File: src/rtl/swallow_divider.sv
module swallow_divider #(
  parameter int CW     = 8,
  parameter int DEF_N1 = 0,
  parameter int DEF_N2 = 10
) (
  input  logic          clk,
  input  logic          rst,
  input  logic          fm_en,
  input  logic [CW-1:0] swallow_n,
  input  logic [CW-1:0] prog_n,
  output logic          mod_sel,
  output logic          cmp_pulse
);
  logic [CW-1:0] cnt, n1_q, n2_q;
  logic          fm_q, pulse_q;

  wire req_ok = (prog_n >= CW'(2)) && (!fm_en || (swallow_n < prog_n));
  wire wrap   = (cnt == n2_q - CW'(1));

  always_ff @(posedge clk) begin
    if (rst) begin
      cnt     <= '0;
      pulse_q <= 1'b0;
      if (req_ok) begin
        n1_q <= swallow_n;
        n2_q <= prog_n;
        fm_q <= fm_en;
      end else begin
        n1_q <= CW'(DEF_N1);
        n2_q <= CW'(DEF_N2);
        fm_q <= 1'b1;
      end
    end else begin
      pulse_q <= wrap;
      if (wrap) begin
        cnt <= '0;
        if (req_ok) begin
          n1_q <= swallow_n;
          n2_q <= prog_n;
          fm_q <= fm_en;
        end
      end else begin
        cnt <= cnt + CW'(1);
      end
    end
  end

  assign mod_sel   = fm_q && (cnt < n1_q);
  assign cmp_pulse = pulse_q;
endmodule


File: config.mk
export PLATFORM = sky130hd
export DESIGN_NAME = swallow_divider
export DESIGN_NICKNAME = d
export VERILOG_FILES = /design/src/rtl/swallow_divider.sv
export SDC_FILE = /design/constraint.sdc
export NUM_CORES = 1
export LEC_CHECK = 0
export BUFFER_PORTS_ARGS = -buffer_cell sky130_fd_sc_hd__buf_2
export CORE_MARGIN = 2
export CORE_UTILIZATION = 50
export DETAILED_ROUTE_END_ITERATION = 8
export PLACE_DENSITY = 0.77
export SYNTH_ARGS = -nofsm -noshare
export SYNTH_HDL_FRONTEND = slang
export SYNTH_SLANG_ARGS = --single-unit
export TNS_END_PERCENT = 30
File: constraint.sdc
create_clock -name clk -period 7.3 [get_ports clk]
set_clock_uncertainty 0.1 [all_clocks]
set_input_delay 1.46 -clock clk [delete_from_list [all_inputs] [get_ports clk]]
set_output_delay 1.46 -clock clk [all_outputs]
set_load 0.03 [all_outputs]
==> results by group <==
Outcome
  – Result of the run: completed

Routing
  – Detailed route wirelength on metal2: roughly 1.5 mm
  – Via count of the routed design: 1192
  – Detailed-route DRC error count: 0
  – Wire length per cell after detailed routing: 12.8 µm
  – Final wirelength: 2.89 mm
  – Via/cell ratio: 5.27
  – DRC marker count from the first detailed-route iteration: between 50 and 60
  – Routed wl met3: 153 µm
  – Detailed-router iteration count before antenna repair: 6
  – Post-route antenna net violation count: 0
  – Top routing layer in use: met4
  – Met1 Wirelength: between 1 and 1.5 mm

STA
  – Maximum clock frequency: 277 MHz
  – RSZ-0062 raised after global routing: false
  – Transition time at the pin with the least slew margin: 0.719 ns
  – Shortest clock period the worst path allows after layout: 3.61 ns
  – Hold violation count in the final report: 0
  – Post-route clock period utilization: 0.495
  – Final Setup Violations: 0
  – Total Negative Setup Slacks: 0 ns
  – Tightest slew margin relative to the limit: 0.515
  – Pins over their slew limit: 0

Place
  – Half-perimeter wire length after detailed placement: 2.33 mm
  – Cell count after placement: 222
  – Routability cong.: 0.860
  – Number of port buffers: 20

Synth
  – Xor/xnor share of the synthesized area: 0.0874
  – Yosys warning total: 0
  – Number of library cell types mapped by synthesis: 34
  – Sequential area share after synthesis: 0.431
  – Leading cell types by total area after synthesis: sky130_fd_sc_hd__edfxtp_1 (32%), sky130_fd_sc_hd__ha_1 (12%), sky130_fd_sc_hd__dfxtp_1 (11%)
  – Share of synthesized area spent on multiplexers: 0.0203
  – Synth Area in Compound Gates: 0.110
  – Flop and latch count out of synthesis: 26
  – Mapped Cells: 161
  – Post-synthesis area per instance: 9.96 µm²
  – Synthesized cell area: approximately 0.0016 mm²
  – Dominant combinational cell family by area after synthesis: simple AND/OR/NAND/NOR gates
  – Synthesized-area fraction occupied by adder cells: 0.125
  – Most area-hungry cell type in the Yosys netlist: sky130_fd_sc_hd__edfxtp_1
  – Syn Nets: 196
  – Share of Yosys cell area claimed by the top area cell type: 0.318
  – Simple-gate portion of the synthesized area: 0.176

Critical path
  – Crit. End Element: primary output
  – Longest individual stage delay on the worst path: about 0.48 ns
  – Crit Path Category: flop to primary output
  – Data arrival time of the worst path: 2.05 ns
  – Critical Path Start Type: flop
  – Crit path max fanout: 6
  – Most frequent cell on the critical path: sky130_fd_sc_hd__a21o_1
  – Max stage delay cell, worst path: sky130_fd_sc_hd__dfxtp_1
  – Crit-path cells: ha_1 -> a21o_1 -> a21o_1 -> a211oi_1 -> o211ai_1 -> nand2_1 -> buf_2
  – Critical path data required time: 5.74 ns

Floorplanning
  – Die span in y: roughly 61 µm
  – I/O pins: 21
  – Core Rows: 20
  – Core region area: 0.00305 mm²
  – Die area: 0.00368 mm²
  – Starting Density: 0.525
  – Die X: 60.6 µm

Layout
  – Layout cells sized above 1: 0.176
  – Layout net count: 218
  – Diode count: 0
  – Final cell count without fillers: 226
  – Number of fill cells in the layout: 267
  – Synthesis-to-layout area growth: 11.5%
  – Fraction of the core area covered by cells at the end of the flow: 0.586

Clock tree
  – Largest buffer count on any clock path: 2
  – Total setup buffers inserted after CTS: 0
  – TritonCTS clock tree: yes
  – Clk slew on worst S/H paths: 0.13 ns
  – Number of CTS-inserted buffers: 3
  – H-tree depth: 1
  – Hold buffer count at CTS: 0
  – Buffer type at the clock tree root: sky130_fd_sc_hd__clkbuf_4
  – Resized Gates After CTS: 0
  – # clock sinks: 26
  – Clock insertion delay at the later pin of the skew report: approximately 0.31 ns

GRT
  – Total grt overflow: 0
  – Largest net degree at the start of global routing: 18
  – Global-route wire length before repair: 5.01 mm
  – Overall fraction of global-route tracks in use: 0.185
  – Number of antenna violations at the first check in global routing: 0
  – Via count of the first global-routing pass: 1136

Job
  – MaxCap Viol Count: 0

Power
  – Worst ir drop on vdd: 0.0730 mV
  – Leak Pwr: 0.804 nW
  – Pwr per Cell Area: roughly 160 mW/mm²

Hold path
  – Min-Delay Path Class: flop to flop
[state kept, by name, indices dropped and copies added (netlist names)]
| register | count |
|---|---|
| cmp_pulse | 1 |
| cnt | 8 |
| fm_q | 1 |
| n1_q | 8 |
| n2_q | 8 |
[where the power goes]
| part | switching [mW] | internal [mW] |
|---|---|---|
| Clock | 0.0399 | 0.0305 |
| Combinational | 0.0267 | 0.0234 |
| Sequential | 0.00730 | 0.166 |
[worst max-delay path, delay by kind of cell (launching register included)]
family	cells	cell delay [ns]
simple gates	1	0.07
flops	1	0.48
fa+ha+maj	1	0.27
compound gates	4	0.73
buf+inv	1	0.19
[area by class of cell]
class                           count  area (µm²)  area share
Inverter                           18        67.6      0.0378
Clock buffer                        4        36.3      0.0203
Multi-Input combinational cell    113         831       0.465
Sequential cell                    26         691       0.386
Timing Repair Buffer               21         108      0.0602
Tap cell                           44        55.1      0.0308
[kinds of logic (layout without fill, tap and decap cells)]
family,Yosys count,count (layout)
muxes,3,3
xor gates and xnor gates,16,16
DFF,26,26
and+or+nand+nor,52,52
AOI/OAI and AO/OA,26,26
buffers and inverters,22,43
adders and majority gates,16,16
[placed cells by master, fill, tap and decap left out, drive strengths merged, types with 7 or more instances in the layout]
master	n
buf	21
inv	18
edfxtp	17
ha	16
nor2	14
and2	9
xor2	9
dfxtp	9
a21oi	8
nand2	7
xnor2	7
[synthesized netlist by cell type]
cell type                   count
sky130_fd_sc_hd__mux2_2         2
sky130_fd_sc_hd__nand4_1        2
sky130_fd_sc_hd__o41ai_2        1
sky130_fd_sc_hd__xnor2_1        7
sky130_fd_sc_hd__o31ai_2        1
sky130_fd_sc_hd__mux2i_1        1
sky130_fd_sc_hd__nand2_1        7
sky130_fd_sc_hd__and2_1         9
sky130_fd_sc_hd__a211oi_1       1
sky130_fd_sc_hd__o21ai_0        4
sky130_fd_sc_hd__o211ai_1       1
sky130_fd_sc_hd__o21a_1         2
sky130_fd_sc_hd__nand2b_1       2
sky130_fd_sc_hd__edfxtp_1      17
sky130_fd_sc_hd__and4_1         1
sky130_fd_sc_hd__a21oi_1        8
sky130_fd_sc_hd__nor3_2         1
sky130_fd_sc_hd__nand3_1        6
sky130_fd_sc_hd__or3_4          1
sky130_fd_sc_hd__o21ai_1        2
sky130_fd_sc_hd__nor4_1         2
sky130_fd_sc_hd__ha_1          16
sky130_fd_sc_hd__a21o_1         4
sky130_fd_sc_hd__a32oi_1        1
sky130_fd_sc_hd__nor2b_1        3
sky130_fd_sc_hd__clkbuf_1       3
sky130_fd_sc_hd__or4_4          1
sky130_fd_sc_hd__and3_1         3
sky130_fd_sc_hd__a2111oi_0      1
sky130_fd_sc_hd__nor2_1        14
sky130_fd_sc_hd__xor2_1         9
sky130_fd_sc_hd__inv_1         18
sky130_fd_sc_hd__dfxtp_1        9
sky130_fd_sc_hd__buf_1          1
[per-stage QoR]
step                      setup WS (ns)  power (mW)  cell area (µm²)  hold WS [ns]
after floorplan                    3.40       0.211             1600         0.366
after global placement             3.73       0.224             1750         0.417
after detailed placement           3.57       0.227             1750         0.425
after CTS                          3.66       0.294             1790         0.453
after global routing               3.55       0.306             1790         0.492
final                              3.69       0.294             1790         0.457
[per-layer routing]
layer	GRT usage	up-vias
li1	-	598
met1	0.218	542
met2	0.343	43
met3	0.0149	9
met4	0.0776	0
met5	0	-
[final timing paths]
check	depth (start not counted)	to	start	slack, ns
max	7	mod_sel	cnt[1]	3.69
min	1	cnt[0]	cnt[0]	0.46
max reg2reg	7	n1_q[6]	n2_q[2]	4.42
min reg2reg	1	cnt[0]	cnt[0]	0.46
Note: power is estimated with default switching activity, not from simulation.
